$ cat src/rtl/dma_align_pkg.sv
package dma_align_pkg;
    typedef enum logic [2:0] {
        S_IDLE,
        S_GRACE,
        S_ALIGN,
        S_HEAD,
        S_CHAN,
        S_XFER,
        S_TAIL
    } dma_state_e;
endpackage

$ cat src/rtl/dma_phase8.sv
// Free-running position within the 8-cycle grid referenced to reset release.
module dma_phase8 (
    input  logic       clk,
    input  logic       rst_n,
    output logic [2:0] ph
);
    always_ff @(posedge clk) begin
        if (!rst_n) ph <= 3'd0;
        else        ph <= ph + 3'd1;
    end
endmodule

$ cat src/rtl/dma_period_ctr.sv
// Counts master cycles modulo the processor clock period.
module dma_period_ctr #(
    parameter int PER_W = 4
) (
    input  logic             clk,
    input  logic             rst_n,
    input  logic             clr,
    input  logic [PER_W-1:0] period,
    output logic             last
);
    logic [PER_W-1:0] val;

    assign last = (val == period - PER_W'(1));

    always_ff @(posedge clk) begin
        if (!rst_n)    val <= '0;
        else if (clr)  val <= '0;
        else if (last) val <= '0;
        else           val <= val + PER_W'(1);
    end
endmodule

$ cat src/rtl/dma_chan_pick.sv
// Lowest enabled channel whose index is at or above a starting point.
module dma_chan_pick #(
    parameter int NCH  = 8,
    parameter int CH_W = 3
) (
    input  logic [NCH-1:0]  mask,
    input  logic [CH_W:0]   from,
    output logic            found,
    output logic [CH_W-1:0] idx
);
    localparam int FW = CH_W + 1;

    always_comb begin
        found = 1'b0;
        idx   = '0;
        for (int i = NCH - 1; i >= 0; i--) begin
            if (mask[i] && (FW'(i) >= from)) begin
                found = 1'b1;
                idx   = CH_W'(i);
            end
        end
    end
endmodule

$ cat src/rtl/dma_align_ctl.sv
module dma_align_ctl
    import dma_align_pkg::*;
#(
    parameter int NCH   = 8,
    parameter int CNT_W = 16,
    parameter int PER_W = 4,
    localparam int CH_W = (NCH > 1) ? $clog2(NCH) : 1
) (
    input  logic                 clk,
    input  logic                 rst_n,
    input  logic                 start,
    input  logic [NCH-1:0]       chan_en,
    input  logic [NCH*CNT_W-1:0] byte_cnt,
    input  logic [PER_W-1:0]     cpu_period,
    output logic                 halt,
    output logic                 xfer_stb,
    output logic [CH_W-1:0]      xfer_ch,
    output logic                 done
);
    dma_state_e       state, nxt;
    logic [2:0]       sub;
    logic [2:0]       ph;
    logic [CH_W-1:0]  ch_q;
    logic [CNT_W-1:0] rem;
    logic [NCH-1:0]   en_q;
    logic [CNT_W-1:0] cnt_q [NCH];
    logic [PER_W-1:0] p_q;
    logic             done_q;
    logic             per_last, per_clr;
    logic [CH_W:0]    pick_from;
    logic             pick_found;
    logic [CH_W-1:0]  pick_idx;
    logic             slot_end, last_byte;

    assign slot_end  = (sub == 3'd7);
    assign last_byte = (rem == CNT_W'(1));
    assign per_clr   = (state == S_IDLE) || (state == S_GRACE && per_last);
    assign pick_from = (state == S_HEAD) ? '0 : ({1'b0, ch_q} + (CH_W+1)'(1));

    dma_phase8 u_phase (
        .clk   (clk),
        .rst_n (rst_n),
        .ph    (ph)
    );

    dma_period_ctr #(.PER_W(PER_W)) u_per (
        .clk    (clk),
        .rst_n  (rst_n),
        .clr    (per_clr),
        .period (p_q),
        .last   (per_last)
    );

    dma_chan_pick #(.NCH(NCH), .CH_W(CH_W)) u_pick (
        .mask  (en_q),
        .from  (pick_from),
        .found (pick_found),
        .idx   (pick_idx)
    );

    // state register
    always_ff @(posedge clk) begin
        if (!rst_n) state <= S_IDLE;
        else        state <= nxt;
    end

    // transitions
    always_comb begin
        nxt = state;
        unique case (state)
            S_IDLE:  if (start)    nxt = S_GRACE;                    // idle-to-grace
            S_GRACE: if (per_last) nxt = S_ALIGN;                    // grace-to-align
            S_ALIGN: if (ph == 3'd7) nxt = S_HEAD;                   // align-to-head
            S_HEAD:  if (slot_end) nxt = pick_found ? S_CHAN : S_TAIL;
            S_CHAN:  if (slot_end) nxt = S_XFER;                     // chan-to-xfer
            S_XFER:  if (slot_end && last_byte)
                         nxt = pick_found ? S_CHAN : S_TAIL;
            S_TAIL:  if (per_last) nxt = S_IDLE;                     // tail-to-idle
            default: nxt = S_IDLE;
        endcase
    end

    // captured request, slot counter, channel walk
    always_ff @(posedge clk) begin
        if (!rst_n) begin
            en_q   <= '0;
            p_q    <= '0;
            sub    <= '0;
            ch_q   <= '0;
            rem    <= '0;
            done_q <= 1'b0;
            for (int i = 0; i < NCH; i++) cnt_q[i] <= '0;
        end else begin
            if (state == S_IDLE && start) begin
                en_q <= chan_en;
                p_q  <= cpu_period;
                for (int i = 0; i < NCH; i++) cnt_q[i] <= byte_cnt[i*CNT_W +: CNT_W];
            end
            if (state == S_HEAD || state == S_CHAN || state == S_XFER) sub <= sub + 3'd1;
            else                                                       sub <= 3'd0;
            if (pick_found && slot_end &&
                (state == S_HEAD || (state == S_XFER && last_byte))) begin
                ch_q <= pick_idx;
                rem  <= cnt_q[pick_idx];
            end else if (state == S_XFER && slot_end) begin
                rem <= rem - CNT_W'(1);
            end
            done_q <= (state == S_TAIL) && per_last;
        end
    end

    // outputs
    always_comb begin
        halt     = (state == S_ALIGN) || (state == S_HEAD) || (state == S_CHAN) ||
                   (state == S_XFER)  || (state == S_TAIL);
        xfer_stb = (state == S_XFER) && (sub == 3'd0);
        xfer_ch  = ch_q;
        done     = done_q;
    end
endmodule

$ cat config.mk
export PLATFORM = sky130hd
export DESIGN_NAME = dma_align_ctl
export DESIGN_NICKNAME = d
export VERILOG_FILES = /design/src/rtl/dma_align_pkg.sv /design/src/rtl/dma_phase8.sv /design/src/rtl/dma_period_ctr.sv /design/src/rtl/dma_chan_pick.sv /design/src/rtl/dma_align_ctl.sv
export SDC_FILE = /design/constraint.sdc
export NUM_CORES = 1
export LEC_CHECK = 0
export ABC_AREA = 1
export BUFFER_PORTS_ARGS = -buffer_cell sky130_fd_sc_hd__buf_2
export CAP_MARGIN = 20
export CORE_MARGIN = 2
export CORE_UTILIZATION = 35
export CTS_BUF_LIST = sky130_fd_sc_hd__clkbuf_4
export CTS_CLUSTER_SIZE = 25
export DETAILED_ROUTE_END_ITERATION = 8
export MAX_ROUTING_LAYER = met4
export PLACE_DENSITY = 0.51
export SLEW_MARGIN = 15
export SYNTH_ARGS = -nofsm -noshare
export SYNTH_HDL_FRONTEND = slang
export SYNTH_SLANG_ARGS = --single-unit
$ cat constraint.sdc
create_clock -name clk -period 7.8 [get_ports clk]
set_input_delay 0.39 -clock clk [delete_from_list [all_inputs] [get_ports clk]]
set_output_delay 0.39 -clock clk [all_outputs]
set_load 0.005 [all_outputs]
==> impl_table.tex, run 1 <==
\begin{tabular}{lr}
\hline
Metric & Value \\
\hline
\multicolumn{2}{l}{\textbf{Placement}} \\
Count of buffers from port buffering & 148 \\
Area after DPL & 0.01031 sq mm \\
Placed wire-length estimate after detailed placement & 17,030 um \\
Gpl congestion & 0.8762 \\
\multicolumn{2}{l}{\textbf{Timing}} \\
Final worst path period need & around 3600 ps \\
Period Utilization, post-route & 0.4627 \\
Setup repair after global routing missed its margin & no \\
Transition time at the pin with the least slew margin & slightly below 900 ps \\
Worst max-slew margin expressed relative to the limit & 0.4047 \\
Worst hold slack & around 44 ps \\
Total Negative Setup Slacks & 0 ps \\
Max Slew Vio Count & 0 \\
Fmax achieved & 277.1 MHz \\
Clock skew after layout & approximately 22 ps \\
Hold violation total from the final report & 0 \\
Final setup fails & 0 \\
\multicolumn{2}{l}{\textbf{Setup path}} \\
Buffering stage count on the worst path with inverters included & 4 \\
Crit Path Category & flip-flop to flip-flop \\
Worst endpoint required time & 8300 ps \\
Cell with the largest stage delay on the worst path & a21oi\_4 \\
Element type at the critical path end & flip-flop \\
Cells traversed along the worst timing path & inv\_2 > nand3\_4 > o21ai\_0 > nand3\_2 > buf\_4 > nand2\_2 > a21oi\_4 > inv\_2 > nand3\_1 > nand2\_1 > nand2\_1 > nand3\_1 > nand2\_1 > inv\_1 \\
Delay contributed by the slowest stage of the critical path & $\sim$700 ps \\
Arrival time worst endpoint & 4110 ps \\
Largest fanout on the critical path & 66 \\
Critical path startpoint category & flip-flop \\
Crit-path most repeated cell & nand2\_1 \\
Dominant delay contributor by cell family on the critical path & buffers and inverters \\
\multicolumn{2}{l}{\textbf{Status}} \\
Outcome & completed \\
\multicolumn{2}{l}{\textbf{CTS}} \\
TritonCTS clock tree & done \\
TritonCTS Buffers & 17 \\
Buffer depth of the longest clock path & 2 \\
Clock latency at the later pin of the worst-skew pair & slightly below 600 ps \\
Clock root buffer master & clkbuf\_4 \\
Total number of H-tree levels & 4 \\
Clock edge transition at the registers on the reported setup and hold paths & 150 ps \\
Sinks on the clock net & $\sim$170 \\
\multicolumn{2}{l}{\textbf{Route}} \\
Wire length after detailed routing & 23,060 um \\
Count of antenna-violating nets left after detailed routing & 0 \\
Average wire per standard cell & 13.83 um \\
Number of design-rule violations left by the first detailed-router iteration & 460 \\
Per-cell via count in the routed design & 4.503 \\
DRC violation count after routing & 0 \\
Vias & about 7,500 \\
Router iterations before antenna repair & 5 \\
\multicolumn{2}{l}{\textbf{Synth}} \\
Number of flops mapped to enable cells by yosys & 128 \\
FF+latch count, synth & approximately 170 \\
Synthesized area per cell & 7.861 sq um \\
Count of yosys warnings during synthesis & 0 \\
Async set-or-reset flop fraction in the synthesized netlist & 0 \\
Cells after synthesis & 1,191 \\
Ranking of synthesized cells by instance count & 322 x inv\_1, 219 x nand2\_1, 139 x nand3\_1, 131 x nor2\_1, 128 x edfxtp\_1 \\
Nets in the synthesized netlist & roughly 1,300 \\
Most area-hungry cell type in the Yosys netlist & edfxtp\_1 \\
Distinct cells, synth & 39 \\
Top cells by area in the synthesized netlist & edfxtp\_1 41\%, inv\_1 13\%, dfxtp\_1 9.6\% \\
Count leader, synth & inv\_1 \\
Area share of the leading cell type in the synthesized netlist & 0.4105 \\
Sequential element share of the synthesized area & 0.5067 \\
Synth Flop Type & edfxtp\_1 \\
Synthesized cell area & 0.009363 sq mm \\
\multicolumn{2}{l}{\textbf{GRT}} \\
Met3 track demand over resource in global routing & 0.02269 \\
Total global-route track usage & 0.1738 \\
Antenna violations before repair & 1 \\
Gr busiest metal & met2 \\
Total global routing overflow & 0 \\
Met2 usage in global routing & 0.2813 \\
Met1 Use GR & 0.2294 \\
Vias in the first global route & 7,363 \\
Largest net degree at the start of global routing & 91 \\
First-pass GRT wire length & around 37,000 um \\
\multicolumn{2}{l}{\textbf{Run}} \\
Max-cap violations & 0 \\
\multicolumn{2}{l}{\textbf{Final layout}} \\
Fill cell count & 2,773 \\
Relative area change from synthesis to final layout & 13.68\% \\
Fraction of layout cells with a size suffix above 1 & 0.1705 \\
Post-route design area & 0.01064 sq mm \\
Fin nets & 1,471 \\
\multicolumn{2}{l}{\textbf{Pwr}} \\
Lkg Pwr & roughly 5.6 nW \\
Power Internal & 0.001665 W \\
Power spent charging and discharging nets & 0.001118 W \\
Fraction of power consumed by combinational cells & 0.354 \\
Clock power share & 0.183 \\
Largest voltage drop on the vdd net & 0.1415 mV \\
Part of the power in registers & 0.463 \\
Power per cell area & about 260 mW/mm\^{}2 \\
Switching Share & 0.4017 \\
\multicolumn{2}{l}{\textbf{Die}} \\
Initial standard-cell utilization of the core & 0.3583 \\
Die height & 167.6 um \\
Num ports & 149 \\
Area enclosed by the die boundary & approximately 0.028 sq mm \\
Number of cell rows & 59 \\
Die extent in x & between 150 and 200 um \\
Core ar. & approximately 0.026 sq mm \\
\multicolumn{2}{l}{\textbf{Hold path}} \\
Class of the tightest hold or removal check & input pin to flip-flop \\
\hline
\end{tabular}
==> what timing repair did <==
item,in CTS,in global routing
hold buffers,5,0
buffers inserted,0,0
gates resized for setup,0,0
hold endpoints to repair,5,0
==> placed cells by master (no fill, tap or decap), types with 6 or more instances in the layout <==
cell type  instances
a21oi_1            8
buf_2            148
buf_4              8
clkbuf_4          17
dfxtp_1           45
edfxtp_1         128
ha_1              10
inv_1            322
inv_2             15
nand2_1          217
nand2_2            6
nand3_1          138
nand3b_1          17
nor2_1           131
o21ai_0           24
o21ai_1           11
o22ai_1           13
xnor2_1            8
xor2_1            11
==> worst register-to-register path: stages, from the launching register on <==
cell	delay [ps]
dfxtp_1	530
inv_2	140
nand3_4	130
o21ai_0	160
nand3_2	100
buf_4	550
nand2_2	190
a21oi_4	700
inv_2	500
nand3_1	230
nand2_1	70
nand2_1	60
nand3_1	80
nand2_1	60
inv_1	30
==> per-stage QoR <==
step                      total power (W)  std cells  setup WS (ps)    util
after floorplan                  0.002081       1191           2444       -
after CTS                        0.002822       1666           4158  0.4072
final                            0.002782       1667           4191  0.4073
after global placement           0.002307       1629           4321  0.3947
after detailed placement         0.002307       1629           4185  0.3947
after global routing             0.003000       1667           3738  0.4073
==> registers in the layout, summed over array words and instances (netlist names) <==
name and count:
rem 16, u_per.val 4, u_phase.ph 3, en_q 8, p_q 4, state 3, cnt_q 128, xfer_ch 3
done 1, sub 3
==> routing by layer <==
layer  up-vias  routed length, um  part of all wire
li1       3860                  -                 -
met1      3444              10650              0.46
met2       179              11060              0.48
met3        24                962             0.042
met4         0                384             0.017
met5         -                  0                 0
==> path summary, 6_finish.rpt <==
check,start,end,slack (ps),depth (start not counted)
setup reg to reg,state[2]$_SDFFE_PN0P_,rem[2]$_SDFFE_PN0P_,4190,14
hold / removal,chan_en[4],en_q[4]$_SDFFE_PN0P_,40,3
setup / recovery,state[2]$_SDFFE_PN0P_,rem[2]$_SDFFE_PN0P_,4190,14
hold reg to reg,u_phase.ph[0]$_SDFF_PN0_,u_phase.ph[0]$_SDFF_PN0_,440,1
==> kinds of logic (layout without fill, tap and decap cells) <==
group / after synthesis / in the layout / synth area share
other: 0 / 1 / 0
adder cells (fa/ha/maj): 10 / 10 / 0.01336
AO/OA/AOI/OAI: 68 / 68 / 0.04410
XOR/XNOR: 19 / 19 / 0.01777
buffers and inverters: 391 / 531 / 0.1676
flip-flops: 173 / 173 / 0.5067
AND/OR/NAND/NOR: 530 / 530 / 0.2504
==> area by class of cell <==
cell class / instances / area, sq um / area share
clock inverter: 15 / 150.1 / 0.01411
timing repair buffer: 161 / 850.8 / 0.07993
multi-input combinational: 627 / 3078 / 0.2892
tap: 335 / 419.2 / 0.03938
clock buffer: 17 / 127.6 / 0.01199
sequential: 173 / 4745 / 0.4457
inverter: 338 / 1271 / 0.1194
antenna: 1 / 2.502 / 0.0002351
==> power by group through the flow <==
| stage | Clock (W) | Sequential (W) | Combinational [W] |
|---|---|---|---|
| floorplan | 0 | 0.00130 | 0.000784 |
| global placement | 0 | 0.00131 | 0.000998 |
| detailed placement | 0 | 0.00131 | 0.000994 |
| CTS | 0.000531 | 0.00129 | 0.00100 |
| global route | 0.000557 | 0.00131 | 0.00113 |
| finish | 0.000509 | 0.00129 | 0.000985 |
(Power assumes the default switching activity.)
==> inputs of run 2 (changes only) <==
PLACE_DENSITY = 0.53   (was 0.51)
clock period = 3 ns   (was 7.8 ns; I/O delays follow)
==> impl_table.tex, run 2 (synthesis results as in run 1) <==
\begin{tabular}{lr}
\hline
Metric & Value \\
\hline
\multicolumn{2}{l}{\textbf{Timing}} \\
Min setup slack post-route & 359.7 ps (-3831 ps) \\
Final setup fails & 0 (unchanged) \\
Period Utilization, post-route & 0.8801 (+0.4174) \\
Final worst path period need & 2640 ps (-968.9 ps) \\
Setup repair after global routing missed its margin & no \\
Max Slew Vio Count & 0 (unchanged) \\
Worst max-slew margin expressed relative to the limit & 0.5823 (+0.1776) \\
Transition time at the pin with the least slew margin & 626.6 ps (-266.4 ps) \\
Hold violation total from the final report & 0 (unchanged) \\
Clock skew after layout & 20.25 ps (-2.075 ps) \\
Fmax achieved & 378.7 MHz (+37\%) \\
Worst hold slack & 86.00 ps (+41.84 ps) \\
Total Negative Setup Slacks & 0 ps (unchanged) \\
\multicolumn{2}{l}{\textbf{CTS}} \\
Buffer depth of the longest clock path & 2 (unchanged) \\
TritonCTS clock tree & done \\
Clock latency at the later pin of the worst-skew pair & 570 ps (-20 ps) \\
Post-CTS repair timing setup buffer count & 0 (unchanged) \\
TritonCTS Buffers & 17 (unchanged) \\
Sinks on the clock net & 173 (unchanged) \\
Clock edge transition at the registers on the reported setup and hold paths & 140 ps (about the same) \\
Clock root buffer master & clkbuf\_4 \\
Total number of H-tree levels & 4 (unchanged) \\
\multicolumn{2}{l}{\textbf{GRT}} \\
Gr busiest metal & met2 \\
Met1 Use GR & 0.2391 (+0.009683) \\
Met3 track demand over resource in global routing & 0.02836 (+0.005672) \\
First-pass GRT wire length & 40,580 um (+8.4\%) \\
Total global routing overflow & 0 (unchanged) \\
Antenna violations before repair & 1 (unchanged) \\
Largest net degree at the start of global routing & 78 (-14\%) \\
Met2 usage in global routing & 0.3197 (+0.03843) \\
Vias in the first global route & 8,034 (+9.1\%) \\
Total global-route track usage & 0.1897 (+0.01586) \\
\multicolumn{2}{l}{\textbf{Die}} \\
Num ports & 149 (unchanged) \\
Area enclosed by the die boundary & 0.02807 sq mm (unchanged) \\
Core ar. & 0.02613 sq mm (unchanged) \\
Initial standard-cell utilization of the core & 0.3583 (unchanged) \\
Number of cell rows & 59 (unchanged) \\
Die extent in x & 167.6 um (unchanged) \\
Die height & 167.6 um (unchanged) \\
\multicolumn{2}{l}{\textbf{Setup path}} \\
Largest fanout on the critical path & 39 (-41\%) \\
Crit Path Category & flip-flop to flip-flop \\
Arrival time worst endpoint & 3110 ps (-1000 ps) \\
Worst endpoint required time & 3470 ps (-4830 ps) \\
Critical path startpoint category & flip-flop \\
Element type at the critical path end & flip-flop \\
\multicolumn{2}{l}{\textbf{Pwr}} \\
Largest voltage drop on the vdd net & 0.4011 mV (+180\%) \\
Power per cell area & 631.9 mW/mm\^{}2 (+140\%) \\
Lkg Pwr & 6.266 nW (+11\%) \\
\multicolumn{2}{l}{\textbf{Final layout}} \\
Relative area change from synthesis to final layout & 29.71\% \\
Biggest register & cnt\_q \\
Most common cell after layout, fill and taps aside & inv\_1 \\
Area of the multi-input gates & 0.003079 sq mm (about the same) \\
Sequential cell area in the final layout & 0.004745 sq mm (unchanged) \\
Fraction of layout cells with a size suffix above 1 & 0.1570 (-0.01351) \\
Fin nets & 1,612 (+9.6\%) \\
Highest-count cells in the layout ignoring fill and taps & 322 x inv\_1, 217 x nand2\_1, 148 x buf\_2 \\
Number of flip-flops under the largest register name & 128 (unchanged) \\
Fill cell count & 2,607 (-6.0\%) \\
Post-route design area & 0.01214 sq mm (+14\%) \\
Biggest regs & cnt\_q: 128 flops, rem: 16 flops, en\_q: 8 flops \\
\multicolumn{2}{l}{\textbf{Placement}} \\
Gpl congestion & 0.8531 (-2.6\%) \\
Count of buffers from port buffering & 148 (unchanged) \\
Area after DPL & 0.01042 sq mm (+1.0\%) \\
Placed wire-length estimate after detailed placement & 16,810 um (-1.3\%) \\
Post-placement setup slack & 263.0 ps (-3922 ps) \\
\multicolumn{2}{l}{\textbf{Status}} \\
Outcome & completed \\
\multicolumn{2}{l}{\textbf{Route}} \\
Count of antenna-violating nets left after detailed routing & 0 (unchanged) \\
DRC violation count after routing & 0 (unchanged) \\
Average wire per standard cell & 13.82 um (-0.13\%) \\
Wire length after detailed routing & 24,960 um (+8.3\%) \\
Vias & 8,006 (+6.6\%) \\
Router iterations before antenna repair & 5 (unchanged) \\
Per-cell via count in the routed design & 4.431 (-1.6\%) \\
Number of design-rule violations left by the first detailed-router iteration & 616 (+34\%) \\
\multicolumn{2}{l}{\textbf{Hold path}} \\
Class of the tightest hold or removal check & input pin to flip-flop \\
\multicolumn{2}{l}{\textbf{Run}} \\
Max-cap violations & 0 (unchanged) \\
\hline
\end{tabular}
[run 2: cell count changes in the layout (fill, tap and decap cells not counted), sizes merged]
cell,previous run,this run
clkinvlp,2,3
clkbuf,17,20
inv,346,339
clkinv,5,3
bufinv,0,4
dlygate4sd3,5,140
buf,156,162
[run 2: layout make-up]
type	instances	share of cell area
clock buffer	20	0.01236
timing repair buffer	302	0.1902
sequential	173	0.3907
multi-input combinational	627	0.2536
tap	335	0.03451
clock inverter	11	0.01381
inverter	338	0.1047
antenna	1	0.0002061
[run 2: metal layers]
metal  part of all wire  vias to the layer above  routed length [um]
met2               0.50                      168               12450
met1               0.45                     3671               11270
met4              0.014                        0                 361
met5                  0                        -                   0
met3              0.035                       23                 877
li1                   -                     4144                   -
[run 2: repair_timing]
action,CTS,global route
endpoints found under the hold margin,140,0
resized for setup,0,1
setup endpoints to repair,0,1
hold buffers,140,0
[run 2: worst paths after layout]
kind	from	endpoint	slack (ps)	depth (start not counted)
worst max-delay path	xfer_ch[0]$_SDFFE_PN0N_	rem[12]$_SDFFE_PN0P_	360	16
worst min-delay path	start	state[0]$_SDFFE_PN0P_	90	5
worst max register to register	xfer_ch[0]$_SDFFE_PN0N_	rem[12]$_SDFFE_PN0P_	360	16
worst min register to register	u_phase.ph[0]$_SDFF_PN0_	u_phase.ph[0]$_SDFF_PN0_	430	1
[run 2: stage by stage]
| stage | utilization | cells | power, W |
|---|---|---|---|
| floorplan | - | 1191 | 0.005366 |
| global placement | 0.3988 | 1635 | 0.006095 |
| detailed placement | 0.3988 | 1635 | 0.006116 |
| CTS | 0.4646 | 1806 | 0.007764 |
| global route | 0.4647 | 1807 | 0.008295 |
| finish | 0.4647 | 1807 | 0.007674 |
[run 2: report_power, final]
part           switching [W]  internal, W
sequential          0.000173      0.00316
combinational        0.00186     0.000977
clock               0.000823     0.000683
[run 2: critical path, stage by stage, from the launching register on]
cell,delay (ps)
dfxtp_1,380
ha_1,370
o21ai_0,280
o21ai_1,120
nand2_1,80
nand2_1,50
nand2_1,60
nand2_2,180
nand2_2,120
buf_4,350
nand2_1,110
nand3_1,80
nand2_1,90
nand2_1,70
nand3_1,90
nand2_1,60
inv_1,30
==> inputs of run 3 (changes only) <==
CTS_CLUSTER_SIZE = 10   (was 25)
HOLD_SLACK_MARGIN = 0.05   (was not set)
SYNTH_HIERARCHICAL = 1   (was not set)
==> impl_table.tex, run 3 <==
\begin{tabular}{lr}
\hline
Metric & Value \\
\hline
\multicolumn{2}{l}{\textbf{Status}} \\
Outcome & completed \\
\multicolumn{2}{l}{\textbf{Die}} \\
Number of cell rows & 58 (-1.7\%) \\
Initial standard-cell utilization of the core & 0.3548 (-0.003456) \\
Core ar. & 0.02504 sq mm (-4.2\%) \\
Die height & 163.3 um (-2.5\%) \\
Area enclosed by the die boundary & 0.02667 sq mm (-5.0\%) \\
Die extent in x & 163.3 um (-2.5\%) \\
Num ports & 149 (unchanged) \\
\multicolumn{2}{l}{\textbf{Timing}} \\
Fmax achieved & 374.1 MHz (-1.2\%) \\
Setup repair after global routing missed its margin & yes \\
Final worst path period need & 2673 ps (+32.50 ps) \\
Transition time at the pin with the least slew margin & 766.7 ps (+140.1 ps) \\
Period Utilization, post-route & 0.8909 (+0.01083) \\
Hold violation total from the final report & 0 (unchanged) \\
Clock skew after layout & 23.94 ps (+3.687 ps) \\
Worst max-slew margin expressed relative to the limit & 0.4888 (-0.09341) \\
Max Slew Vio Count & 0 (unchanged) \\
Worst hold slack & 111.3 ps (+25.33 ps) \\
Final setup fails & 0 (unchanged) \\
\multicolumn{2}{l}{\textbf{CTS}} \\
Total number of H-tree levels & 4 (unchanged) \\
Sinks on the clock net & 173 (unchanged) \\
Post-CTS repair timing setup buffer count & 0 (unchanged) \\
Clock root buffer master & clkbuf\_4 \\
Clock latency at the later pin of the worst-skew pair & 590 ps (+20 ps) \\
Buffer depth of the longest clock path & 2 (unchanged) \\
TritonCTS Buffers & 17 (unchanged) \\
TritonCTS clock tree & done \\
Clock edge transition at the registers on the reported setup and hold paths & 170 ps (+30 ps) \\
\multicolumn{2}{l}{\textbf{Synth}} \\
Number of flops mapped to enable cells by yosys & 128 (unchanged) \\
Area share of the leading cell type in the synthesized netlist & 0.4327 (+0.02215) \\
FF+latch count, synth & 173 (unchanged) \\
Synthesized area per cell & 7.989 sq um (+1.6\%) \\
Count of yosys warnings during synthesis & 6 (+6) \\
Sequential element share of the synthesized area & 0.5341 (+0.02734) \\
Most area-hungry cell type in the Yosys netlist & edfxtp\_1 \\
Synth Flop Type & edfxtp\_1 \\
Async set-or-reset flop fraction in the synthesized netlist & 0 (unchanged) \\
Top cells by area in the synthesized netlist & edfxtp\_1 43\%, dfxtp\_1 10\%, nand2\_1 9.9\% \\
Count leader, synth & nand2\_1 \\
Ranking of synthesized cells by instance count & 234 x nand2\_1, 219 x nor2\_1, 193 x inv\_1, 128 x edfxtp\_1, 88 x nand3\_1 \\
Nets in the synthesized netlist & 1,264 (-6.0\%) \\
Distinct cells, synth & 34 (-13\%) \\
Cells after synthesis & 1,112 (-6.6\%) \\
Synthesized cell area & 0.008884 sq mm (-5.1\%) \\
\multicolumn{2}{l}{\textbf{Final layout}} \\
Utilization of the core after routing & 0.4734 (+0.008700) \\
Fill cell count & 2,435 (-6.6\%) \\
Biggest regs & cnt\_q: 128 flops, rem: 16 flops, en\_q: 8 flops \\
Fraction of layout cells with a size suffix above 1 & 0.1768 (+0.01981) \\
Number of flip-flops under the largest register name & 128 (unchanged) \\
Most common cell after layout, fill and taps aside & nand2\_1 \\
Post-route design area & 0.01185 sq mm (-2.4\%) \\
Final instance count without filler cells & 1,739 (-3.8\%) \\
Relative area change from synthesis to final layout & 33.42\% \\
Biggest register & cnt\_q \\
Highest-count cells in the layout ignoring fill and taps & 233 x nand2\_1, 217 x nor2\_1, 193 x inv\_1 \\
Fin nets & 1,547 (-4.0\%) \\
\multicolumn{2}{l}{\textbf{Setup path}} \\
Dominant delay contributor by cell family on the critical path & simple AND/OR/NAND/NOR gates \\
Crit Path Category & flip-flop to flip-flop \\
Delay contributed by the slowest stage of the critical path & 370 ps (about the same) \\
Crit-path most repeated cell & nand2\_1 \\
Cell with the largest stage delay on the worst path & dfxtp\_2 \\
Largest fanout on the critical path & 39 (unchanged) \\
Worst endpoint required time & 3520 ps (+50 ps) \\
Element type at the critical path end & flip-flop \\
Cells traversed along the worst timing path & ha\_1 > xnor2\_1 > nor2\_2 > nand3\_1 > nand2\_1 > nand2\_1 > nand2\_1 > nand2\_1 > a21oi\_4 > buf\_6 > nor2\_1 > nor2\_1 > o21ai\_0 > nand2\_1 > nand2\_1 > nand3\_4 > a21oi\_2 > nor2\_1 \\
Critical path startpoint category & flip-flop \\
Arrival time worst endpoint & 3190 ps (+80 ps) \\
Buffering stage count on the worst path with inverters included & 1 (-1) \\
\multicolumn{2}{l}{\textbf{Run}} \\
Max-cap violations & 0 (unchanged) \\
\multicolumn{2}{l}{\textbf{Placement}} \\
Gpl congestion & 0.8707 (+2.1\%) \\
Placed wire-length estimate after detailed placement & 15,350 um (-8.7\%) \\
Count of buffers from port buffering & 148 (unchanged) \\
Area after DPL & 0.01008 sq mm (-3.3\%) \\
Total instance count after detailed placement & 1,566 (-4.2\%) \\
\multicolumn{2}{l}{\textbf{GRT}} \\
First-pass GRT wire length & 37,040 um (-8.7\%) \\
Antenna violations before repair & 1 (unchanged) \\
Vias in the first global route & 7,553 (-6.0\%) \\
Largest net degree at the start of global routing & 70 (-10\%) \\
Total global routing overflow & 0 (unchanged) \\
Total global-route track usage & 0.1837 (-0.005943) \\
\multicolumn{2}{l}{\textbf{Pwr}} \\
Lkg Pwr & 5.792 nW (-7.6\%) \\
Power per cell area & 632.5 mW/mm\^{}2 (about the same) \\
Largest voltage drop on the vdd net & 0.3700 mV (-7.8\%) \\
\multicolumn{2}{l}{\textbf{Route}} \\
Average wire per standard cell & 13.43 um (-2.8\%) \\
Vias & 7,846 (-2.0\%) \\
Per-cell via count in the routed design & 4.512 (+1.8\%) \\
Wire length after detailed routing & 23,360 um (-6.4\%) \\
Count of antenna-violating nets left after detailed routing & 0 (unchanged) \\
Router iterations before antenna repair & 5 (unchanged) \\
Number of design-rule violations left by the first detailed-router iteration & 476 (-23\%) \\
DRC violation count after routing & 0 (unchanged) \\
\multicolumn{2}{l}{\textbf{Hold path}} \\
Class of the tightest hold or removal check & input pin to flip-flop \\
\hline
\end{tabular}
==> run 3: cell families (layout without fill, tap and decap cells) <==
family,Yosys count,count (layout),synth area share
flip-flops,173,173,0.5341
other,0,1,0
buffers and inverters,248,544,0.1113
AND/OR/NAND/NOR,576,576,0.2725
XOR/XNOR,15,15,0.01479
AO/OA/AOI/OAI,91,91,0.05465
adder cells (fa/ha/maj),9,9,0.01268
==> run 3: tightest hold or removal path, cell delays in order <==
cell and delay, ps:
buf_2 120, nand2_1 60, buf_4 190, nand3_1 70, o21ai_0 70
==> run 3: through the flow <==
stage / TNS, ps / setup WS [ps] / total power (W)
final: 0 / 327.2 / 0.007497
after global routing: -2.960 / -2.960 / 0.008086
after CTS: 0 / 218.4 / 0.007548
after detailed placement: 0 / 241.6 / 0.005933
after global placement: 0 / 327.7 / 0.005911
after floorplan: 0 / 32.49 / 0.005039
==> run 3: area by class of cell <==
type | instances | area, sq um | area share
Sequential cell | 173 | 4748 | 0.4006
Multi-Input combinational cell | 691 | 3191 | 0.2692
Timing Repair Buffer | 310 | 2397 | 0.2023
Inverter | 202 | 760.7 | 0.06418
Tap cell | 330 | 412.9 | 0.03484
Clock inverter | 15 | 212.7 | 0.01795
Clock buffer | 17 | 127.6 | 0.01077
Antenna cell | 1 | 2.502 | 0.0002111
==> run 3: repair_timing <==
item / 4_1_cts / 5_1_grt
endpoints found under the hold margin: 140 / 0
setup endpoints to repair: 0 / 14
resized for setup: 0 / 11
hold buffers: 140 / 0
==> run 3: path summary, 6_finish.rpt <==
path / start / endpoint / slack (ps) / depth (start not counted)
min reg2reg: sub[0]$_SDFF_PN0_ / sub[0]$_SDFF_PN0_ / 460 / 1
min: start / p_q[0]$_SDFFE_PN0P_ / 110 / 5
max reg2reg: xfer_ch[0]$_SDFFE_PN0N_ / rem[4]$_SDFFE_PN0P_ / 330 / 18
max: xfer_ch[0]$_SDFFE_PN0N_ / rem[4]$_SDFFE_PN0P_ / 330 / 18
==> run 3: where the power goes <==
part / total [W] / switching (W) / leakage [nW] / internal (W)
Combinational: 0.00277 / 0.00176 / 3.89 / 0.00101
Sequential: 0.00325 / 0.000161 / 1.73 / 0.00309
Clock: 0.00148 / 0.000991 / 0.176 / 0.000487
Total: 0.00750 / 0.00291 / 5.79 / 0.00458
==> run 3: per-layer routing <==
layer | vias to the layer above | global-route usage | share of wire
met5 | - | - | 0
met1 | 3615 | 0.2375 | 0.46
met3 | 26 | 0.03149 | 0.041
met4 | 0 | 0.04626 | 0.016
met2 | 190 | 0.3007 | 0.48
li1 | 4015 | - | -
